## src/rtl/sar_pkg.sv

```systemverilog
package sar_pkg;
  typedef enum logic [0:0] {
    PH_IDLE = 1'b0,
    PH_CONV = 1'b1
  } sar_phase_e;
endpackage

```

## src/rtl/sar_step_fsm.sv

```systemverilog
module sar_step_fsm
  import sar_pkg::*;
#(
  parameter int N    = 8,
  parameter int IDXW = $clog2(N)
) (
  input  logic            clk,
  input  logic            rst_n,
  input  logic            start_i,
  output logic            busy_o,
  output logic            load_o,
  output logic            step_o,
  output logic            last_o,
  output logic [IDXW-1:0] ptr_o,
  output logic            done_o
);
  localparam logic [IDXW-1:0] TOP_IDX = IDXW'(N - 1);

  sar_phase_e      phase_q, phase_d;
  logic [IDXW-1:0] ptr_q, ptr_d;
  logic            done_q;

  assign busy_o = (phase_q == PH_CONV);
  assign load_o = (phase_q == PH_IDLE) && start_i;
  assign step_o = busy_o;
  assign last_o = busy_o && (ptr_q == '0);
  assign ptr_o  = ptr_q;
  assign done_o = done_q;

  always_comb begin
    phase_d = phase_q;
    ptr_d   = ptr_q;
    unique case (phase_q)
      PH_IDLE: begin
        if (start_i) begin
          phase_d = PH_CONV;
          ptr_d   = TOP_IDX;
        end
      end
      PH_CONV: begin
        if (ptr_q == '0) phase_d = PH_IDLE;
        else             ptr_d   = ptr_q - IDXW'(1);
      end
      default: phase_d = PH_IDLE;
    endcase
  end

  always_ff @(posedge clk or negedge rst_n) begin
    if (!rst_n) begin
      phase_q <= PH_IDLE;
      ptr_q   <= '0;
      done_q  <= 1'b0;
    end else begin
      phase_q <= phase_d;
      if (load_o || step_o) ptr_q <= ptr_d;
      done_q  <= last_o;
    end
  end

  // the completion strobe never lasts two cycles
  p_done_pulse_r5: assert property (@(posedge clk) disable iff (!rst_n)
    done_o |=> !done_o);

  // a start request during a search does not disturb the bit pointer
  p_start_ignored_r7: assert property (@(posedge clk) disable iff (!rst_n)
    (busy_o && start_i && (ptr_o != '0)) |=> (busy_o && (ptr_o == $past(ptr_o) - IDXW'(1))));
endmodule

```

## src/rtl/sar_trial_reg.sv

```systemverilog
module sar_trial_reg #(
  parameter int N    = 8,
  parameter int IDXW = $clog2(N)
) (
  input  logic            clk,
  input  logic            rst_n,
  input  logic            load_i,
  input  logic            step_i,
  input  logic [IDXW-1:0] ptr_i,
  input  logic            cmp_i,
  output logic [N-1:0]    work_o,
  output logic [N-1:0]    work_next_o
);
  localparam logic [N-1:0] MID_CODE = {1'b1, {(N-1){1'b0}}};

  logic [N-1:0] work_q, work_d;

  always_comb begin
    work_d = work_q;
    if (load_i) begin
      work_d = MID_CODE;
    end else if (step_i) begin
      work_d[ptr_i] = cmp_i;
      if (ptr_i != '0) work_d[ptr_i - IDXW'(1)] = 1'b1;
    end
  end

  always_ff @(posedge clk or negedge rst_n) begin
    if (!rst_n)                work_q <= '0;
    else if (load_i || step_i) work_q <= work_d;
  end

  assign work_o      = work_q;
  assign work_next_o = work_d;

  // the resolved bit follows the comparator sampled on that edge
  p_keep_clear_r3: assert property (@(posedge clk) disable iff (!rst_n)
    (step_i && !load_i) |=> (work_q[$past(ptr_i)] == $past(cmp_i)));

  // the next lower bit becomes the new trial bit
  p_next_trial_r2: assert property (@(posedge clk) disable iff (!rst_n)
    (step_i && !load_i && (ptr_i != '0)) |=> work_q[$past(ptr_i) - IDXW'(1)]);
endmodule

```

## src/rtl/sar_result_latch.sv

```systemverilog
module sar_result_latch #(
  parameter int N = 8
) (
  input  logic         clk,
  input  logic         rst_n,
  input  logic         capture_i,
  input  logic [N-1:0] code_i,
  input  logic         done_i,
  output logic [N-1:0] result_o
);
  logic [N-1:0] result_q;

  always_ff @(posedge clk or negedge rst_n) begin
    if (!rst_n)         result_q <= '0;
    else if (capture_i) result_q <= code_i;
  end

  assign result_o = result_q;

  // the held result moves only together with the done strobe
  p_result_hold_r6: assert property (@(posedge clk) disable iff (!rst_n)
    !$stable(result_o) |-> done_i);
endmodule

```

## src/rtl/sar_search_ctrl.sv

```systemverilog
module sar_search_ctrl #(
  parameter int N = 8
) (
  input  logic         clk,
  input  logic         rst_n,
  input  logic         start_i,
  input  logic         cmp_above_i,
  output logic [N-1:0] trial_code_o,
  output logic         busy_o,
  output logic         done_o,
  output logic [N-1:0] result_o
);
  localparam int IDXW = $clog2(N);
  localparam logic [N-1:0] MID_CODE = {1'b1, {(N-1){1'b0}}};

  logic            load_w, step_w, last_w;
  logic [IDXW-1:0] ptr_w;
  logic [N-1:0]    work_w, work_next_w;

  sar_step_fsm #(.N(N), .IDXW(IDXW)) u_fsm (
    .clk     (clk),
    .rst_n   (rst_n),
    .start_i (start_i),
    .busy_o  (busy_o),
    .load_o  (load_w),
    .step_o  (step_w),
    .last_o  (last_w),
    .ptr_o   (ptr_w),
    .done_o  (done_o)
  );

  sar_trial_reg #(.N(N), .IDXW(IDXW)) u_trial (
    .clk         (clk),
    .rst_n       (rst_n),
    .load_i      (load_w),
    .step_i      (step_w),
    .ptr_i       (ptr_w),
    .cmp_i       (cmp_above_i),
    .work_o      (work_w),
    .work_next_o (work_next_w)
  );

  sar_result_latch #(.N(N)) u_result (
    .clk       (clk),
    .rst_n     (rst_n),
    .capture_i (last_w),
    .code_i    (work_next_w),
    .done_i    (done_o),
    .result_o  (result_o)
  );

  assign trial_code_o = work_w;

  // an accepted start opens the search at mid-scale
  p_first_trial_r1: assert property (@(posedge clk) disable iff (!rst_n)
    (start_i && !busy_o) |=> (busy_o && (trial_code_o == MID_CODE)));

  // busy is low whenever done is reported
  p_done_idle_r5: assert property (@(posedge clk) disable iff (!rst_n)
    done_o |-> !busy_o);
endmodule

```

## config.mk

```make
export PLATFORM = sky130hd
export DESIGN_NAME = sar_search_ctrl
export DESIGN_NICKNAME = d
export VERILOG_FILES = /design/src/rtl/sar_pkg.sv /design/src/rtl/sar_step_fsm.sv /design/src/rtl/sar_trial_reg.sv /design/src/rtl/sar_result_latch.sv /design/src/rtl/sar_search_ctrl.sv
export SDC_FILE = /design/constraint.sdc
export NUM_CORES = 1
export LEC_CHECK = 0
export BUFFER_PORTS_ARGS = -buffer_cell sky130_fd_sc_hd__buf_4
export CAP_MARGIN = 10
export CORE_MARGIN = 2
export CORE_UTILIZATION = 40
export CTS_BUF_LIST = sky130_fd_sc_hd__clkbuf_4 sky130_fd_sc_hd__clkbuf_8
export CTS_CLUSTER_DIAMETER = 40
export DETAILED_ROUTE_END_ITERATION = 16
export GPL_TIMING_DRIVEN = 0
export SLEW_MARGIN = 20
export SYNTH_ARGS = -nofsm -noshare
export SYNTH_HDL_FRONTEND = slang
export SYNTH_SLANG_ARGS = --single-unit
```

## constraint.sdc

```tcl
create_clock -name clk -period 2.47 [get_ports clk]
set_input_delay 0.494 -clock clk [delete_from_list [all_inputs] [get_ports clk]]
set_output_delay 0.494 -clock clk [all_outputs]
set_load 0.1 [all_outputs]
```

Word level (Yosys, flattened, before mapping)
Index checks and enable logic that the tools add are counted.
- memories kept: 0
- input port bits: 4
- bits in read-only memories: 0
- logic and storage cells: 36
- bits in registers: 21
- output and inout bits: 18
- RAM bits: 0
- latch bits: 0
- multiply operators: 0
- magnitude comparators: 4
- $add $sub $neg: 1
- muxes and demuxes: 14
- div/mod/pow operators: 0
- shift operators: 0
- reduce and logical (&&, ||, !) cells: 8
- bitwise operators: 2
- equality and inequality tests: 2
- operators with widths (cell ; count):
    $mux W8 ; 3
    $bwmux W8 ; 1
    $lt A3 B4 Y1 const B ; 2
    $or A8 B8 Y8 ; 1
    $demux W1 S3 ; 2
    $ge A3 B1 Y1 const B ; 2
    $mux W3 ; 2
    $pmux W3 S2 ; 1
    $logic_and A1 B1 Y1 ; 4
    $mux W1 ; 4
    $ne A2 B2 Y1 const B ; 2
    $logic_not A3 Y1 ; 1
    $reduce_and A3 Y1 ; 1
    $reduce_bool A3 Y1 ; 1
    $sub A3 B1 Y3 const B ; 1
    $pmux W1 S2 ; 1
    $logic_or A1 B1 Y1 ; 1
    $not A1 Y1 ; 1

Depth between registers and ports, before layout
Gate-level depths: netlist of run 1.
- word-level depth: 9
- gate-level depth with buffers: 8
- depth with buffers taken out: 7

Hierarchy
Synthesis of run 1 repeated with hierarchy kept, for this count alone.
- cells, all modules: 115
- area total of the unflattened synthesis: 1296.2 um^2
- modules (own cells, without submodules) (module ; cells each ; area an instance (um^2) ; instances):
    sar_trial_reg ; 75 ; 709.4 ; 1
    sar_result_latch ; 17 ; 331.6 ; 1
    sar_step_fsm ; 23 ; 255.2 ; 1

Least setup slack after synthesis of run 1
OpenSTA, ideal clock, no wires.
- path kind: register to register
- start: register u_fsm.phase_q, in the netlist u_fsm.busy_o
- end: register u_result.result_q[5], in the netlist u_result.result_o[5]
- data arrival time: 1.690 ns
- path buffers: 0
- slack: 0.655 ns
- setup time: 0.125 ns
- cell stages (with the launch flop): 4
- required time: 2.345 ns
- period minus slack after synthesis: 1.815 ns
- cells stage by stage: dfrtp_1 -> nand2_1 -> inv_1 -> mux2_2
- RTL lines (item ; RTL line ; RTL):
    start, declared ; sar_step_fsm.sv:19 ; sar_phase_e phase_q, phase_d;
    start signal, assigned ; sar_step_fsm.sv:54 ; phase_q <= phase_d;
    $logic_and A1 B1 Y1 ; sar_step_fsm.sv:26 ; assign last_o = busy_o && (ptr_q == '0);
    named net last_w ; sar_search_ctrl.sv:16 ; logic load_w, step_w, last_w;
    end signal, assigned ; sar_result_latch.sv:15 ; else if (capture_i) result_q <= code_i;
    end, declared ; sar_result_latch.sv:11 ; logic [N-1:0] result_q;
The timed path passes the listed nets, and every way through them passes these cells.
A chain may end at the register's enable or synchronous reset.

Worst setup path after layout of run 1
- start: register u_fsm.ptr_q[0], in the netlist u_fsm.ptr_o[0]
- end: register u_result.result_q[5], in the netlist u_result.result_o[5]
- RTL lines (item ; RTL line ; RTL):
    start, declared ; sar_step_fsm.sv:20 ; logic [IDXW-1:0] ptr_q, ptr_d;
    start signal, assigned ; sar_step_fsm.sv:55 ; if (load_o || step_o) ptr_q <= ptr_d;
    $logic_not A3 Y1 ; sar_step_fsm.sv:26 ;
    $logic_and A1 B1 Y1 ; sar_step_fsm.sv:26 ;
    named net last_w ; sar_search_ctrl.sv:16 ;
The timed path passes the listed nets, and every way through them passes these cells.

==> impl_metrics.py, run 1 <==
metrics = {
    "status": {
        "status": "finished, final reports clean",
    },
    "synth": {
        "synthMuxAreaShare_pct": 9.36,
        "ys_types": 34,
        "syn_nets": 107,
        "synth-simple-area-share_pct": 17.9,
        "synth_top_area_share_pct": 49.8,
        "synth_fa_ha_area_share_pct": 2.37,
        "yosys_warnings": 0,
        "synth_ff_type": "dfrtp_1",
        "synth_compound_area_share_pct": 15.8,
        "synth_most_common_cell": "dfrtp_1",
        "synth_xor_area_share_pct": 0,
        "synth-async-reset-ratio_pct": 100,
        "yosysSeqAreaShare_pct": 49.8,
        "synth-edff-count": 0,
        "synth_top_family_by_area": "simple AND/OR/NAND/NOR gates",
        "synth.cell_area_um2": 1060,
        "synth_common_cells": "21 x dfrtp_1, 16 x nand2_1, 5 x mux2i_1, 5 x nor3_1",
        "syn_avg_cell_area_um2": 10.5,
        "synth_area_leader_cell": "dfrtp_1",
        "synthCells": 101,
        "synth_seq_cells": 21,
        "synth.area.top_cells": "dfrtp_1 50%, nand2_1 5.7%, mux2i_1 4.7%",
    },
    "clocking": {
        "clkSinkCount": 21,
        "root_buffer": "clkbuf_4",
        "cts_buffers": 3,
        "clk_pin_slew_ns": 0.11,
        "ctsResizeCount": 0,
        "postCtsHoldBufs": 0,
        "htree_levels": 1,
        "clockBufferDepth": 2,
        "clkLatencyLatePin_ns": 0.31,
        "post_cts_buffers": 0,
        "cts_tree": "done",
    },
    "placement": {
        "dp_slack_ns": 0.437,
        "gp_congestion": 0.790,
        "dp_hpwl_um": 1680,
        "port_buffers": 21,
    },
    "worst_setup_path": {
        "cp.arrival_ns": 2.26,
        "crit_type": "flop to flop",
        "crit_top_cell": "inv_1",
        "critPathMaxFanout": 10,
        "start_kind": "flop",
        "max_stage_delay_ns": 0.48,
        "cp-end-kind": "flop",
        "critPathSlowestCell": "dfrtp_1",
        "crit_chain": "buf_4 > inv_1 > ha_1 > nor2b_1 > nand2_1 > inv_1 > mux2_2",
        "worst_ep_required_time_ns": 2.67,
    },
    "run": {
        "drv_cap": 0,
    },
    "finish": {
        "utilization_pct": 51.2,
        "final_nets": 133,
        "drive_gt1_share_pct": 29.4,
        "synthToLayoutAreaGrowth_pct": 21.1,
        "n_antenna_cell": 0,
    },
    "timing": {
        "max-slew-margin-rel_pct": 61.5,
        "setup_tns_ns": 0,
        "period_minus_slack_ns": 2.06,
        "finalHoldViolations": 0,
        "post-route-period-util_pct": 83.3,
        "worst_slack_ns": 0.413,
        "fmax_mhz": 486,
        "skew_ns": 0.00244,
        "worst_pin_slew_ns": 0.575,
        "setup_viol": 0,
        "rsz0062_at_grt": "false",
        "maxSlewViolCount": 0,
    },
    "routing": {
        "drt_iter0_drc": 32,
        "vias": 833,
        "via_per_inst": 5.34,
        "wl_per_cell_um": 14.4,
        "ant_nets": 0,
        "remaining_drc_errors": 0,
        "drt_wl_total_um": 2250,
        "first_pass_iters": 4,
    },
    "floorplan": {
        "rows": 18,
        "die_height_um": 55.4,
        "core_um2": 2500,
        "pin_count": 22,
        "die_w_um": 55.4,
        "die_area_um2": 3070,
        "start_util_pct": 42.2,
    },
    "global_route": {
        "grt-ovfl-total": 0,
        "grt_pass1_wl_um": 3840,
        "grt_pass1_vias": 790,
        "antenna_found_initial": 0,
        "grt_usage_pct": 16.0,
        "grt_max_degree": 22,
    },
    "worst_hold_path": {
        "min_path_type": "input pin to asynchronous set/reset pin",
    },
}
==> registers in the layout, summed over array words and instances (netlist names) <==
register / cells
u_result.result_o: 8
u_fsm.busy_o: 1
u_trial.work_o: 8
u_fsm.done_o: 1
u_fsm.ptr_o: 3
==> cells by family (layout without fill, tap and decap cells) <==
| group | count (synthesis) | in the layout |
|---|---|---|
| adder cells (fa/ha/maj) | 2 | 2 |
| flip-flops | 21 | 21 |
| multiplexers | 9 | 9 |
| buffers and inverters | 9 | 34 |
| AND/OR/NAND/NOR | 37 | 37 |
| AO/OA/AOI/OAI | 23 | 23 |
==> metrics by stage <==
step,std cells,hold WS [ns],area (um2)
after floorplan,101,0.198,1060
after global placement,152,0.393,1250
after detailed placement,152,0.395,1250
after CTS,156,0.0468,1280
after global routing,156,0.0283,1280
final,156,0.0462,1280
==> cells in the final DEF, fill, tap and decap left out, drive strengths merged <==
cell type,netlist,layout
nor2b,3,3
o32a,1,1
nand2,16,16
nor3,5,5
nor3b,3,3
o211ai,1,1
clkinv,0,1
clkbuf,0,3
o22a,2,2
nand3,3,3
nand4,1,1
a221o,1,1
nand2b,1,1
o21ai,7,7
mux2i,5,5
o21a,1,1
buf,5,26
inv,4,4
mux2,4,4
o311ai,2,2
ha,2,2
nor2,4,4
a22o,2,2
o31ai,3,3
a22oi,1,1
nand3b,1,1
dfrtp,21,21
a211o,1,1
a21oi,1,1
==> cell type report <==
type	instances	area, um2
fillers	240	1220
flip-flops and latches	21	526
clock buffers	3	22.5
multi-input cells	71	479
clock inverters	1	5.00
plain buffers	5	36.3
well taps	30	37.5
repair buffers	21	158
inverters	4	15.0
==> layer usage <==
| layer | up-vias | global-route usage [%] | part of all wire [%] |
|---|---|---|---|
| met1 | 391 | 21.2 | 47 |
| met5 | - | 0 | 0 |
| li1 | 416 | - | - |
| met2 | 22 | 25.2 | 46 |
| met3 | 4 | 5.15 | 5.3 |
| met4 | 0 | 4.18 | 1.0 |
==> worst max-delay path: cells and delay by family, from the launching register on <==
kind,cells,cell delay [ns]
buf+inv,3,0.49
simple gates,2,0.43
mux,1,0.35
fa+ha+maj,1,0.20
flops,1,0.48
==> final timing paths <==
path	startpoint	to	slack, ns	depth (start not counted)
min in group clk	start_i	u_fsm.ptr_o[2]	0.45	3
max in group asynchronous	rst_n	u_fsm.busy_o	2.21	1
max reg2reg	u_fsm.ptr_o[0]	u_result.result_o[5]	0.41	7
max	u_fsm.ptr_o[0]	u_result.result_o[5]	0.41	7
min	rst_n	u_trial.work_o[4]	0.05	1
min reg2reg	u_result.result_o[1]	u_result.result_o[1]	0.49	2
Power of run 1 is left out: the tool's default activity adds up to more than one toggle a clock period on the data nets, which glitch-free logic cannot reach.
==> inputs of run 2 (changes only) <==
--- a/config.mk
+++ b/config.mk
@@ -5,6 +5,7 @@
 export SDC_FILE = /design/constraint.sdc
 export NUM_CORES = 1
 export LEC_CHECK = 0
+export ABC_AREA = 1
 export BUFFER_PORTS_ARGS = -buffer_cell sky130_fd_sc_hd__buf_4
 export CAP_MARGIN = 10
 export CORE_MARGIN = 2
==> constraint.sdc (replaced) <==
create_clock -name clk -period 2.1 [get_ports clk]
set_input_delay 0.42 -clock clk [delete_from_list [all_inputs] [get_ports clk]]
set_output_delay 0.42 -clock clk [all_outputs]
set_load 0.1 [all_outputs]
==> impl_metrics.py, run 2 <==
metrics = {
    "clocking": {
        "root_buffer": "clkbuf_4",
        "ctsResizeCount": 0,
        "clkLatencyLatePin_ns": 0.30,
        "clk_pin_slew_ns": 0.12,
        "post_cts_buffers": 0,
        "cts_tree": "done",
        "cts_buffers": 3,
        "clkSinkCount": 21,
        "htree_levels": 1,
        "postCtsHoldBufs": 1,
        "clockBufferDepth": 2,
    },
    "placement": {
        "gp_congestion": 0.844,
        "port_buffers": 21,
        "dp_slack_ns": 0.424,
        "dp_hpwl_um": 1880,
        "placed_area_um2": 1360,
    },
    "synth": {
        "syn_nets": 152,
        "synth-async-reset-ratio_pct": 100,
        "synth_common_cells": "42 x nand2_1, 23 x inv_1, 21 x dfrtp_1",
        "synth.cell_area_um2": 1160,
        "synth-edff-count": 0,
        "synth_most_common_cell": "nand2_1",
        "yosys_warnings": 0,
        "ys_types": 21,
        "yosysSeqAreaShare_pct": 45.3,
        "syn_avg_cell_area_um2": 7.95,
        "synth_ff_type": "dfrtp_1",
        "synth_seq_cells": 21,
        "synth_top_area_share_pct": 45.3,
        "synthCells": 146,
        "synth_area_leader_cell": "dfrtp_1",
        "synth.area.top_cells": "dfrtp_1 45%, nand2_1 14%, inv_1 7.4%",
    },
    "finish": {
        "n_antenna_cell": 0,
        "synthToLayoutAreaGrowth_pct": 20.2,
        "drive_gt1_share_pct": 23.3,
        "multi_input_area_um2": 510,
        "regArea_um2": 526,
        "final_cell_mix": "42 x nand2_1, 23 x inv_1, 22 x buf_4",
        "fillCellCount": 291,
        "post-route-cell-area_um2": 1400,
        "final_nets": 179,
        "final_common_cell": "nand2_1",
    },
    "global_route": {
        "antenna_found_initial": 0,
        "grt_pass1_wl_um": 4710,
        "grt_max_degree": 22,
        "grt_usage_pct": 18.2,
        "grt_pass1_vias": 1052,
        "grt_use_met3_pct": 2.46,
        "grt-ovfl-total": 0,
        "top_usage_layer": "met2",
        "grt_util_met1_pct": 24.6,
        "grtUsageMet2_pct": 29.5,
    },
    "timing": {
        "worst_pin_slew_ns": 0.296,
        "rsz0062_at_grt": "false",
        "maxSlewViolCount": 0,
        "skew_ns": 0.00716,
        "max-slew-margin-rel_pct": 80.2,
        "period_minus_slack_ns": 1.71,
        "worst_slack_ns": 0.385,
        "post-route-period-util_pct": 81.7,
        "setup_tns_ns": 0,
        "setup_viol": 0,
        "finalHoldViolations": 0,
        "fmax_mhz": 583,
    },
    "routing": {
        "via_per_inst": 5.15,
        "remaining_drc_errors": 0,
        "wl_per_cell_um": 12.8,
        "ant_nets": 0,
        "drt_iter0_drc": 38,
        "first_pass_iters": 4,
        "drt_wl_total_um": 2600,
        "vias": 1045,
    },
    "floorplan": {
        "die_w_um": 57.9,
        "die_area_um2": 3350,
        "rows": 19,
        "pin_count": 22,
        "die_height_um": 57.9,
        "start_util_pct": 42.1,
        "core_um2": 2760,
    },
    "worst_setup_path": {
        "cp-end-kind": "flop",
        "worst_ep_required_time_ns": 2.30,
        "start_kind": "flop",
        "crit_type": "flop to flop",
        "critPathMaxFanout": 7,
        "cp.arrival_ns": 1.91,
    },
    "status": {
        "status": "finished, final reports clean",
    },
    "run": {
        "drv_cap": 0,
    },
    "worst_hold_path": {
        "min_path_type": "input pin to flop",
    },
}
[run 2: cell count changes in the layout (fill, tap and decap cells not counted), moves of 5 or more]
cell     change
o21ai_1      +9
mux2i_1      -5
nand3_1      +5
inv_1       +19
nor3_1       -5
nand2_1     +26
o21ai_0      +7
nand2_2      +5
nand4_1      +8
[run 2: cell families after synthesis]
logic type / synth area share (%)
adders and majority gates: 2.15
and+or+nand+nor: 29.4
buffers and inverters: 10.8
AOI/OAI and AO/OA: 12.4
DFF: 45.3
[run 2: final timing paths]
| path | startpoint | endpoint | slack (ns) | depth (start not counted) |
|---|---|---|---|---|
| min in group asynchronous | rst_n | u_fsm.ptr_o[2] | 0.52 | 2 |
| hold / removal | start_i | u_trial.work_o[1] | 0.43 | 4 |
| max in group asynchronous | rst_n | u_trial.work_o[0] | 1.37 | 2 |
| hold reg to reg | u_result.result_o[6] | u_result.result_o[6] | 0.50 | 2 |
| setup / recovery | u_fsm.ptr_o[1] | u_result.result_o[4] | 0.39 | 7 |
| setup reg to reg | u_fsm.ptr_o[1] | u_result.result_o[4] | 0.39 | 7 |
[run 2: final cells by class]
class | count | area share (%)
sequential | 21 | 37.7
clock buffer | 3 | 1.61
timing repair buffer | 22 | 12.0
tap | 31 | 2.78
buffer | 3 | 1.70
inverter | 25 | 7.26
multi-input combinational | 97 | 36.6
clock inverter | 1 | 0.359
[run 2: per-layer routing]
layer / wire length (um) / share of wire (%)
met4: 17 / 0.66
met2: 1260 / 48
met1: 1240 / 48
met3: 84 / 3.2
met5: 0 / 0
[run 2: critical path, stage by stage (launching register included)]
cell     delay [ns]
dfrtp_1        0.48
inv_1          0.22
ha_1           0.27
nand2_2        0.13
inv_1          0.23
nand4_1        0.14
o21ai_0        0.10
inv_1          0.05
[run 2: through the flow]
stage                     util (%)  instances  hold slack [ns]
final                         50.6        203            0.427
after global routing          50.6        203            0.433
after CTS                     50.6        203            0.417
after detailed placement      49.2        198            0.319
after global placement        49.2        198            0.319
after floorplan                  -        146            0.124
Power of run 2 is left out for the same reason.
==> inputs of run 3 (changes only) <==
==> constraint.sdc (replaced) <==
create_clock -name clk -period 1.4 [get_ports clk]
set_input_delay 0.28 -clock clk [delete_from_list [all_inputs] [get_ports clk]]
set_output_delay 0.28 -clock clk [all_outputs]
set_load 0.1 [all_outputs]
==> impl_metrics.py, run 3 (synthesis gave the netlist of run 2 again) <==
metrics = {
    "worst_setup_path": {
        "start_kind": "flop",
        "crit_chain": "clkinv_4 > ha_4 > nand2_4 > nor2_8 > buf_4 > o21ai_0 > inv_1",
        "cp-end-kind": "flop",
        "cp.arrival_ns": 1.56,
        "worst_ep_required_time_ns": 1.61,
        "critPathMaxFanout": 6,
        "critPathSlowestCell": "dfrtp_2",
        "max_stage_delay_ns": 0.42,
        "crit_type": "flop to flop",
    },
    "floorplan": {
        "rows": 19,
        "core_um2": 2760,
        "start_util_pct": 42.1,
        "pin_count": 22,
        "die_w_um": 57.9,
        "die_area_um2": 3350,
        "die_height_um": 57.9,
    },
    "run": {
        "drv_cap": 0,
    },
    "finish": {
        "final_cell_mix": "38 x nand2_1, 30 x buf_4, 17 x inv_1",
        "synthToLayoutAreaGrowth_pct": 34.2,
        "final_common_cell": "nand2_1",
        "n_antenna_cell": 0,
        "drive_gt1_share_pct": 40.9,
        "utilization_pct": 56.5,
        "final_nets": 188,
        "post-route-cell-area_um2": 1560,
    },
    "timing": {
        "rsz0062_at_grt": "true",
        "post-route-period-util_pct": 96.5,
        "period_minus_slack_ns": 1.35,
        "finalHoldViolations": 0,
        "setup_viol": 0,
        "fmax_mhz": 740,
        "skew_ns": 0.00458,
        "maxSlewViolCount": 0,
        "max-slew-margin-rel_pct": 81.6,
        "setup_tns_ns": 0,
        "worst_pin_slew_ns": 0.275,
    },
    "routing": {
        "vias": 1091,
        "drt_wl_total_um": 2770,
        "wl_met1_um": 1260,
        "wl_per_cell_um": 13.1,
        "via_per_inst": 5.15,
        "dr.max_layer_used": "met4",
        "drt_iter0_drc": 21,
        "met2WireLength_um": 1360,
        "ant_nets": 0,
        "remaining_drc_errors": 0,
        "wl_met3_um": 114,
        "first_pass_iters": 4,
    },
    "placement": {
        "gp_congestion": 0.936,
        "placed_area_um2": 1370,
        "port_buffers": 21,
        "dp_hpwl_um": 1850,
    },
    "global_route": {
        "grt-ovfl-total": 0,
        "antenna_found_initial": 0,
        "grt_pass1_vias": 1006,
        "grt_pass1_wl_um": 4530,
        "grt_usage_pct": 17.7,
        "grt_max_degree": 22,
    },
    "status": {
        "status": "finished, final reports clean",
    },
    "clocking": {
        "cts_buffers": 3,
        "htree_levels": 1,
        "clkSinkCount": 21,
        "clockBufferDepth": 2,
        "root_buffer": "clkbuf_4",
        "clk_pin_slew_ns": 0.12,
        "clkLatencyLatePin_ns": 0.31,
        "cts_tree": "done",
    },
    "worst_hold_path": {
        "min_path_type": "input pin to asynchronous set/reset pin",
    },
}
-- run 3: changes by cell type in the layout (fill, tap and decap cells not counted), moves of 2 or more --
cell     before  now
ha_1          2    0
inv_1        23   17
dfrtp_2       0   10
nand2_2       5    7
o21ai_1      12   16
ha_4          0    2
dfrtp_1      21   10
nand2_4       0    2
inv_2         0    3
nand2_1      42   38
o21ai_2       0    2
buf_4        22   30
o21ai_0      11    5
-- run 3: through the flow --
stage / worst slack, ns / hold slack [ns] / cells
2_1_floorplan: 0.00249 / -0.0156 / 146
3_3_place_gp: -0.278 / 0.179 / 198
3_5_place_dp: -0.284 / 0.183 / 198
4_1_cts: 0.00365 / 0.273 / 210
5_1_grt: -0.0336 / 0.386 / 212
6_report: 0.0483 / 0.378 / 212
-- run 3: worst max-delay path, delay by kind of cell (launching register included) --
| family | cells | cell delay (ns) |
|---|---|---|
| flops | 1 | 0.42 |
| fa+ha+maj | 1 | 0.19 |
| simple gates | 2 | 0.18 |
| compound gates | 1 | 0.14 |
| buf+inv | 3 | 0.31 |
-- run 3: worst paths after layout --
check	end	slack (ns)	startpoint	depth (start not counted)
max	u_result.result_o[1]	0.05	u_fsm.ptr_o[1]	7
max in group asynchronous	u_fsm.busy_o	0.78	rst_n	2
max reg2reg	u_result.result_o[1]	0.05	u_fsm.ptr_o[1]	7
min reg2reg	u_result.result_o[7]	0.49	u_result.result_o[7]	2
min in group clk	u_trial.work_o[2]	0.38	start_i	5
min	u_result.result_o[4]	0.38	rst_n	2
-- run 3: area by class of cell --
class	count	area, um2
Buffer	3	23.8
Clock buffer	4	30.0
Inverter	25	113
Timing Repair Buffer	31	248
Fill cell	272	1200
Sequential cell	21	542
Multi-Input combinational cell	97	563
Tap cell	31	38.8
-- run 3: routing by layer --
layer	up-vias	track usage (%)
li1	541	-
met3	4	2.46
met2	22	28.6
met5	-	0
met1	524	23.5
met4	0	8.31
-- run 3: repair_timing --
item,CTS,global route
resized for setup,9,19
hold buffers,1,0
hold endpoints to repair,21,0
setup endpoints to repair,20,17
setup buffers,7,2
pin swaps,1,6
Power of run 3 is left out for the same reason.
